## src/rtl/wfd_pkg.sv

```systemverilog
package wfd_pkg;
  typedef enum logic [1:0] {
    SEL_LIMIT = 2'd0,
    SEL_MODE  = 2'd1,
    SEL_DMASK = 2'd2
  } cfg_sel_e;

  localparam int CFG_W     = 32;
  localparam int HI_LSB    = 16;
  localparam int EN_BIT    = 16;
  localparam int FAST_BIT  = 17;
endpackage

```

## src/rtl/wfd_cfg_store.sv

```systemverilog
module wfd_cfg_store
  import wfd_pkg::*;
#(
  parameter int N_CH = 32,
  parameter int DW   = 16,
  parameter int CW   = 16,
  parameter int ND   = 16,
  parameter int CHW  = $clog2(N_CH)
) (
  input  logic                 clk,
  input  logic                 rst,
  input  logic                 we,
  input  logic [CHW+1:0]       addr,
  input  logic [CFG_W-1:0]     wdata,
  input  logic [CHW-1:0]       rd_ch,
  output logic [DW-1:0]        lo_o,
  output logic [DW-1:0]        hi_o,
  output logic [CW-1:0]        dt_o,
  output logic [N_CH-1:0]      en_vec,
  output logic [N_CH-1:0]      fast_vec,
  output logic [ND-1:0]        dmask
);
  localparam bit POW2 = ((1 << CHW) == N_CH);

  logic [2*DW-1:0] lim_mem [N_CH];
  logic [CW-1:0]   dt_mem  [N_CH];
  cfg_sel_e        sel;
  logic [CHW-1:0]  idx;
  logic            idx_ok, rd_ok;
  logic            unused_wbits;

  assign sel    = cfg_sel_e'(addr[CHW+1:CHW]);
  assign idx    = addr[CHW-1:0];
  assign idx_ok = POW2 ? 1'b1 : (int'(idx) < N_CH);
  assign rd_ok  = POW2 ? 1'b1 : (int'(rd_ch) < N_CH);
  assign unused_wbits = ^wdata;

  // block-RAM style storage: write port plus registered read port
  always_ff @(posedge clk) begin
    if (we && idx_ok && sel == SEL_LIMIT)
      lim_mem[idx] <= {wdata[HI_LSB+DW-1:HI_LSB], wdata[DW-1:0]};
    if (we && idx_ok && sel == SEL_MODE)
      dt_mem[idx] <= wdata[CW-1:0];
  end

  always_ff @(posedge clk) begin
    if (rd_ok) begin
      {hi_o, lo_o} <= lim_mem[rd_ch];
      dt_o         <= dt_mem[rd_ch];
    end
  end

  // per-channel control bits kept in flops so reset leaves them defined
  always_ff @(posedge clk) begin
    if (rst) begin
      en_vec   <= '0;
      fast_vec <= '0;
      dmask    <= '0;
    end else if (we) begin
      if (sel == SEL_MODE && idx_ok) begin
        en_vec[idx]   <= wdata[EN_BIT];
        fast_vec[idx] <= wdata[FAST_BIT];
      end
      if (sel == SEL_DMASK)
        dmask <= wdata[ND-1:0];
    end
  end
endmodule

```

## src/rtl/wfd_chan_eval.sv

```systemverilog
module wfd_chan_eval #(
  parameter int N_CH = 32,
  parameter int DW   = 16,
  parameter int CW   = 16,
  parameter int CHW  = $clog2(N_CH)
) (
  input  logic            clk,
  input  logic            rst,
  input  logic            s1_vld,
  input  logic [CHW-1:0]  s1_ch,
  input  logic [DW-1:0]   s1_data,
  input  logic [DW-1:0]   lo,
  input  logic [DW-1:0]   hi,
  input  logic [CW-1:0]   dt,
  input  logic [N_CH-1:0] en_vec,
  input  logic            clr_go,
  output logic [N_CH-1:0] trip_q,
  output logic            busy
);
  localparam bit          POW2    = ((1 << CHW) == N_CH);
  localparam logic [CW-1:0] CNT_MAX = '1;
  localparam logic [CW-1:0] CNT_ONE = CW'(1);

  logic [CW-1:0]   cnt_q [N_CH];
  logic [N_CH-1:0] out_q;
  logic            ch_ok, in_win, out_now, trip_now;
  logic [CW-1:0]   cnt_cur, cnt_nxt, dt_eff;

  assign ch_ok   = POW2 ? 1'b1 : (int'(s1_ch) < N_CH);
  assign in_win  = ($signed(s1_data) >= $signed(lo)) && ($signed(s1_data) <= $signed(hi));
  assign out_now = s1_vld && ch_ok && en_vec[s1_ch] && !in_win;
  assign cnt_cur = cnt_q[s1_ch];

  always_comb begin
    if (!out_now)               cnt_nxt = '0;
    else if (cnt_cur == CNT_MAX) cnt_nxt = CNT_MAX;
    else                        cnt_nxt = cnt_cur + CNT_ONE;
  end

  assign dt_eff   = (dt == '0) ? CNT_ONE : dt;
  assign trip_now = out_now && (cnt_nxt >= dt_eff);
  assign busy     = (|out_q) || out_now;

  always_ff @(posedge clk) begin
    if (rst) begin
      for (int i = 0; i < N_CH; i++) cnt_q[i] <= '0;
      out_q  <= '0;
      trip_q <= '0;
    end else begin
      if (clr_go) trip_q <= '0;
      if (s1_vld && ch_ok) begin
        cnt_q[s1_ch] <= cnt_nxt;
        out_q[s1_ch] <= out_now;
        if (trip_now) trip_q[s1_ch] <= 1'b1;
      end
    end
  end

  // a trip bit only falls on an accepted clear
  assert_trip_sticky_R5: assert property (@(posedge clk) disable iff (rst)
    !clr_go |=> ((trip_q & $past(trip_q)) == $past(trip_q)));

  for (genvar g = 0; g < N_CH; g++) begin : g_chk
    // a channel whose latest sample was in window holds an empty run
    assert_run_cleared_R4: assert property (@(posedge clk) disable iff (rst)
      !out_q[g] |-> (cnt_q[g] == '0));
    // a trip only appears together with an out-of-window judgement
    assert_trip_needs_out_R3: assert property (@(posedge clk) disable iff (rst)
      $rose(trip_q[g]) |-> out_q[g]);
    // a trip only appears on a channel that was enabled
    assert_disabled_quiet_R10: assert property (@(posedge clk) disable iff (rst)
      $rose(trip_q[g]) |-> $past(en_vec[g]));
  end
endmodule

```

## src/rtl/wfd_summary.sv

```systemverilog
module wfd_summary #(
  parameter int N_CH = 32,
  parameter int ND   = 16
) (
  input  logic            clk,
  input  logic            rst,
  input  logic [ND-1:0]   dig_in,
  input  logic [ND-1:0]   dmask,
  input  logic [N_CH-1:0] trip_vec,
  input  logic [N_CH-1:0] fast_vec,
  input  logic            ana_busy,
  input  logic            clr,
  input  logic            ext_req,
  output logic            clr_go,
  output logic [ND-1:0]   dig_trip,
  output logic            fast_abort,
  output logic            slow_abort,
  output logic            open_cmd,
  output logic            ext_abort
);
  logic [ND-1:0] dig_now;
  logic          fast_or, slow_or;

  assign dig_now = dig_in & dmask;
  assign clr_go  = clr && !ana_busy && (dig_now == '0);
  assign fast_or = (|(trip_vec & fast_vec)) || (|dig_trip);
  assign slow_or = |(trip_vec & ~fast_vec);

  always_ff @(posedge clk) begin
    if (rst) begin
      dig_trip   <= '0;
      fast_abort <= 1'b0;
      slow_abort <= 1'b0;
      open_cmd   <= 1'b0;
      ext_abort  <= 1'b0;
    end else begin
      dig_trip   <= clr_go ? '0 : (dig_trip | dig_now);
      fast_abort <= fast_or;
      slow_abort <= slow_or;
      open_cmd   <= fast_or || ext_req;
      ext_abort  <= ext_req;
    end
  end

  // latched digital trips only drop after a clear request
  assert_dig_clear_needs_clr_R9: assert property (@(posedge clk) disable iff (rst)
    $fell(|dig_trip) |-> $past(clr));
  // an external request always reaches the open command
  assert_ext_opens_R7: assert property (@(posedge clk) disable iff (rst)
    ext_req |=> (open_cmd && ext_abort));
  // a latched digital trip always raises the fast summary
  assert_dig_fast_R6: assert property (@(posedge clk) disable iff (rst)
    (|dig_trip) |=> fast_abort);
endmodule

```

## src/rtl/win_fault_det.sv

```systemverilog
module win_fault_det #(
  parameter int N_CH = 32,
  parameter int DW   = 16,
  parameter int CW   = 16,
  parameter int ND   = 16,
  localparam int CHW = $clog2(N_CH),
  localparam int AW  = CHW + 2
) (
  input  logic            clk,
  input  logic            rst,
  input  logic            smp_valid,
  input  logic [CHW-1:0]  smp_ch,
  input  logic [DW-1:0]   smp_data,
  input  logic [ND-1:0]   dig_in,
  input  logic            ext_req,
  input  logic            clr,
  input  logic            cfg_we,
  input  logic [AW-1:0]   cfg_addr,
  input  logic [31:0]     cfg_wdata,
  output logic [N_CH-1:0] trip_vec,
  output logic [ND-1:0]   dig_trip,
  output logic            fast_abort,
  output logic            slow_abort,
  output logic            open_cmd,
  output logic            ext_abort
);
  logic            s1_vld;
  logic [CHW-1:0]  s1_ch;
  logic [DW-1:0]   s1_data;
  logic [DW-1:0]   lo, hi;
  logic [CW-1:0]   dt;
  logic [N_CH-1:0] en_vec, fast_vec;
  logic [ND-1:0]   dmask;
  logic            clr_go, ana_busy;

  // stage 1: sample registered alongside the configuration read
  always_ff @(posedge clk) begin
    if (rst) begin
      s1_vld  <= 1'b0;
      s1_ch   <= '0;
      s1_data <= '0;
    end else begin
      s1_vld  <= smp_valid;
      s1_ch   <= smp_ch;
      s1_data <= smp_data;
    end
  end

  wfd_cfg_store #(.N_CH(N_CH), .DW(DW), .CW(CW), .ND(ND), .CHW(CHW)) u_cfg (
    .clk(clk), .rst(rst), .we(cfg_we), .addr(cfg_addr), .wdata(cfg_wdata),
    .rd_ch(smp_ch), .lo_o(lo), .hi_o(hi), .dt_o(dt),
    .en_vec(en_vec), .fast_vec(fast_vec), .dmask(dmask)
  );

  wfd_chan_eval #(.N_CH(N_CH), .DW(DW), .CW(CW), .CHW(CHW)) u_eval (
    .clk(clk), .rst(rst), .s1_vld(s1_vld), .s1_ch(s1_ch), .s1_data(s1_data),
    .lo(lo), .hi(hi), .dt(dt), .en_vec(en_vec), .clr_go(clr_go),
    .trip_q(trip_vec), .busy(ana_busy)
  );

  wfd_summary #(.N_CH(N_CH), .ND(ND)) u_sum (
    .clk(clk), .rst(rst), .dig_in(dig_in), .dmask(dmask), .trip_vec(trip_vec),
    .fast_vec(fast_vec), .ana_busy(ana_busy), .clr(clr), .ext_req(ext_req),
    .clr_go(clr_go), .dig_trip(dig_trip), .fast_abort(fast_abort),
    .slow_abort(slow_abort), .open_cmd(open_cmd), .ext_abort(ext_abort)
  );

  // samples must name an existing channel
  assert_sample_channel_R3: assert property (@(posedge clk) disable iff (rst)
    smp_valid |-> (int'(smp_ch) < N_CH));
  // all summaries are quiet on the first edge after reset
  assert_reset_quiet_R1: assert property (@(posedge clk)
    rst |=> (!fast_abort && !slow_abort && !open_cmd && trip_vec == '0));
endmodule

```

## config.mk

```make
export PLATFORM = sky130hd
export DESIGN_NAME = win_fault_det
export DESIGN_NICKNAME = d
export VERILOG_FILES = /design/src/rtl/wfd_pkg.sv /design/src/rtl/wfd_cfg_store.sv /design/src/rtl/wfd_chan_eval.sv /design/src/rtl/wfd_summary.sv /design/src/rtl/win_fault_det.sv
export SDC_FILE = /design/constraint.sdc
export NUM_CORES = 2
export LEC_CHECK = 0
export ABC_AREA = 1
export ABC_CLOCK_PERIOD_IN_PS = 10200
export BUFFER_PORTS_ARGS = -buffer_cell sky130_fd_sc_hd__buf_2
export CAP_MARGIN = 20
export CORE_MARGIN = 10
export CORE_UTILIZATION = 50
export DETAILED_ROUTE_END_ITERATION = 10
export PLACE_DENSITY_LB_ADDON = 0.25
export SYNTH_ARGS = -nofsm -noshare
export SYNTH_HDL_FRONTEND = slang
export SYNTH_SLANG_ARGS = --single-unit
```

## constraint.sdc

```tcl
create_clock -name clk -period 10.2 [get_ports clk]
set_input_delay 1.02 -clock clk [delete_from_list [all_inputs] [get_ports clk]]
set_output_delay 1.02 -clock clk [all_outputs]
set_load 0.05 [all_outputs]
```

==> impl_metrics.ini <==
[final_layout]
post-route-cell-area_um2 = 104200
fin_nets = 8354
area_delta_synth_final_pct = 11.43
layout-drive-gt1-share_pct = 9.070
layout.cells.non_filler = 10900
layout_common_cells = edfxtp_1 (2048), nor2_1 (1594), nand2_1 (1427)
final_common_cell = edfxtp_1
fillCellCount = 15370

[critical_path]
worstSetupPathType = reg2reg
r2r-start = s1_ch[0]
worstSetupStartpointType = flop
worstPathMaxFanout = 98
crit_required_ns = 11.02
end_kind = flop
reg2reg_depth = 24
critPathArrivalTime_ns = 7.88
rrSetupSlack_ns = 3.14
r2r_end = u_eval.trip_q[14]

[grt]
antenna_found_initial = 20
grt_max_degree = 209
grt_pass1_vias = 62840
grt_pass1_wl_mm = 430.3
gr-total-overflow = 0
grt_usage_pct = 28.25

[synth]
syn-instance-count = 8246
ys.flop_type = edfxtp_1
ys.warnings.count = 0
seq_area_frac_synth_pct = 70.79
syn_avg_cell_area_um2 = 11.34
synth_cell_types = 46
synth_area_um2 = 93500
synth_enable_flop_cells = 2048
async_flop_share_pct = 0
ys_ff_latch = 2282
syn-num-nets = 8377

[route]
vias = 66560
drc = 0
wl_per_cell_um = 27.39
wirelength_mm = 298.6
ant_nets = 0
vias_per_cell = 6.105
drtIter0Drc = 9691
first_pass_iters = 8

[place]
place_area_um2 = 96770
gp_congestion = 0.9191
io_buffers = 133
hpwl_mm = 162.5
placed_cells = 10470

[power_and_ir_drop]
pwr_density_cell_nw_per_um2 = 189.6
power_w = 0.01975
peakVddDrop_mv = 0.1849
cellLeakagePower_nw = 36.45

[die]
coreArea_um2 = 185600
die_area_um2 = 204700
die_width_um = 452.4
pin_count = 134
num_rows = 158
start_util_pct = 50.37
die_height_um = 452.4

[sta]
skew_ns = 0.05560
relSlewSlack_pct = 22.47
clock.fmax_mhz = 141.6
setup_viol = 0
min_period_ns = 7.060
rsz0062_at_grt = no
layout_worst_path_cycle_share_pct = 69.21
worstMarginPinSlew_ns = 1.160
hold_viol = 0
final.setup.tns_ns = 0
fin_hold_ws_ns = 0.3501
drv_slew = 0

[cts]
clk_pin_slew_ns = 0.06
cts_sinks = 2282
cts_max_level = 4
numCtsBuffers = 222
cts-root-buf = clkbuf_16
cts_tree = built
clk_path_buf_depth = 3
clk_latency_ns = 0.89
cts.repair.resized = 0
post_cts_buffers = 0
holdBufCountCts = 0

[status]
status = completed

[job]
maxCapViolations = 0

[min_path]
hold_depth = 3
hold_path_end = s1_data[0]
min_path_type = in2reg
min_from = smp_data[0]
-- power breakdown --
| part | switching (W) | total (W) | internal (W) |
|---|---|---|---|
| Clock | 0.00358 | 0.00820 | 0.00462 |
| Sequential | 0.0000596 | 0.0104 | 0.0103 |
| Combinational | 0.000913 | 0.00119 | 0.000275 |
-- state kept, by name (all words and copies together), names as in the netlist, 32 cells and up --
signal and count:
u_eval.cnt_q 512, u_cfg.lim_mem 1024, u_eval.trip_q 32, u_eval.out_q 32, u_cfg.dt_mem 512, u_cfg.fast_vec 32
u_cfg.en_vec 32
-- through the flow --
| step | utilization, % | setup slack [ns] |
|---|---|---|
| after floorplan | - | 6.097 |
| after global placement | 52.06 | 3.592 |
| after detailed placement | 52.13 | 3.424 |
| after CTS | 56.05 | 3.379 |
| after global routing | 56.12 | 2.779 |
| final | 56.12 | 3.140 |
-- synth_stat cells, types with 2 or more instances --
cell | number | area [um^2]
edfxtp_1 | 2048 | 61500
nor2_1 | 1652 | 6201
nand2_1 | 1427 | 5356
o21ai_0 | 927 | 4639
clkbuf_1 | 381 | 1430
inv_1 | 329 | 1235
o221ai_1 | 278 | 2435
dfxtp_1 | 234 | 4684
nand3_1 | 233 | 1166
o22ai_1 | 124 | 775.7
a21oi_1 | 101 | 505.5
buf_2 | 101 | 505.5
a31oi_1 | 50 | 312.8
ha_1 | 49 | 613.1
buf_1 | 41 | 153.9
a32oi_1 | 36 | 315.3
nor3_1 | 29 | 145.1
nand4_1 | 28 | 175.2
nand3b_1 | 23 | 172.7
nand2_2 | 19 | 118.9
nor4_1 | 19 | 118.9
buf_6 | 17 | 191.4
buf_4 | 14 | 105.1
a22oi_1 | 12 | 90.09
inv_2 | 10 | 37.54
clkinv_1 | 8 | 30.03
o21ai_1 | 8 | 40.04
nor2_2 | 6 | 37.54
a22o_1 | 5 | 43.79
nor3_4 | 5 | 81.33
a221oi_1 | 4 | 35.03
nand3_2 | 4 | 40.04
xor2_1 | 4 | 35.03
nor3_2 | 3 | 30.03
xnor2_1 | 3 | 26.28
a211oi_1 | 2 | 15.01
a221o_1 | 2 | 20.02
o21a_1 | 2 | 15.01
-- routing by layer --
| metal | vias up | routed length (um) | GRT usage [%] |
|---|---|---|---|
| met4 | 8 | 14830 | 12.58 |
| met2 | 4173 | 134600 | 43.48 |
| met5 | - | 55 | 0 |
| met3 | 769 | 33320 | 5.223 |
| li1 | 29050 | - | - |
| met1 | 32560 | 115700 | 39.24 |
-- cells by family (layout without fill, tap and decap cells) --
| group | Yosys count | after routing | synth area share, % |
|---|---|---|---|
| compound gates | 1555 | 1555 | 9.923 |
| xor+xnor | 7 | 7 | 0.06557 |
| fa+ha+maj | 49 | 49 | 0.6557 |
| buf+inv | 902 | 1068 | 3.952 |
| flops | 2282 | 2282 | 70.79 |
| other cells | 0 | 9 | 0 |
| simple gates | 3451 | 3451 | 14.62 |
-- worst max path at each step --
stage                                      to  slack, ns  cells after the start        start
after global routing         u_eval.trip_q[8]       2.78                     24     s1_ch[0]
final                       u_eval.trip_q[14]       3.14                     24     s1_ch[0]
after CTS                   u_eval.trip_q[14]       3.38                     24     s1_ch[0]
after floorplan           u_cfg.lim_mem[3][0]       6.10                      4  cfg_addr[5]
after detailed placement    u_eval.trip_q[14]       3.42                     24     s1_ch[0]
after global placement      u_eval.trip_q[26]       3.59                     24     s1_ch[0]
-- worst max-delay path, cell delays in order, from the launching register on --
cell and delay, ns:
dfxtp_4 0.67, inv_6 0.35, buf_4 0.49, nor2_2 0.90
inv_2 0.10, o21ai_0 0.18, o21ai_1 0.10, nand2_1 0.08
nor3_1 0.04, a21oi_1 0.25, nand2_1 0.08, buf_4 0.29
inv_2 0.82, nand2_2 0.71, ha_1 0.43, inv_1 0.05
a21oi_1 0.05, o21ai_0 0.19, nand2_1 0.08, o211ai_1 0.08
nand2_1 0.06, nand3_1 0.07, buf_4 0.37, nand3_1 0.14
nand2_1 0.12
-- area by class of cell --
type                       count  area, um^2  share of cell area, %
clock buffer                 303        6212                  5.963
clock inverter               110        1056                  1.014
antenna                        9       22.52                0.02162
tap                         2480        3103                  2.978
inverter                     348        1353                  1.298
sequential                  2282       66190                  63.53
timing repair buffer         307        2258                  2.168
multi-input combinational   5062       23990                  23.02
Power figures use the tool's default switching activity.
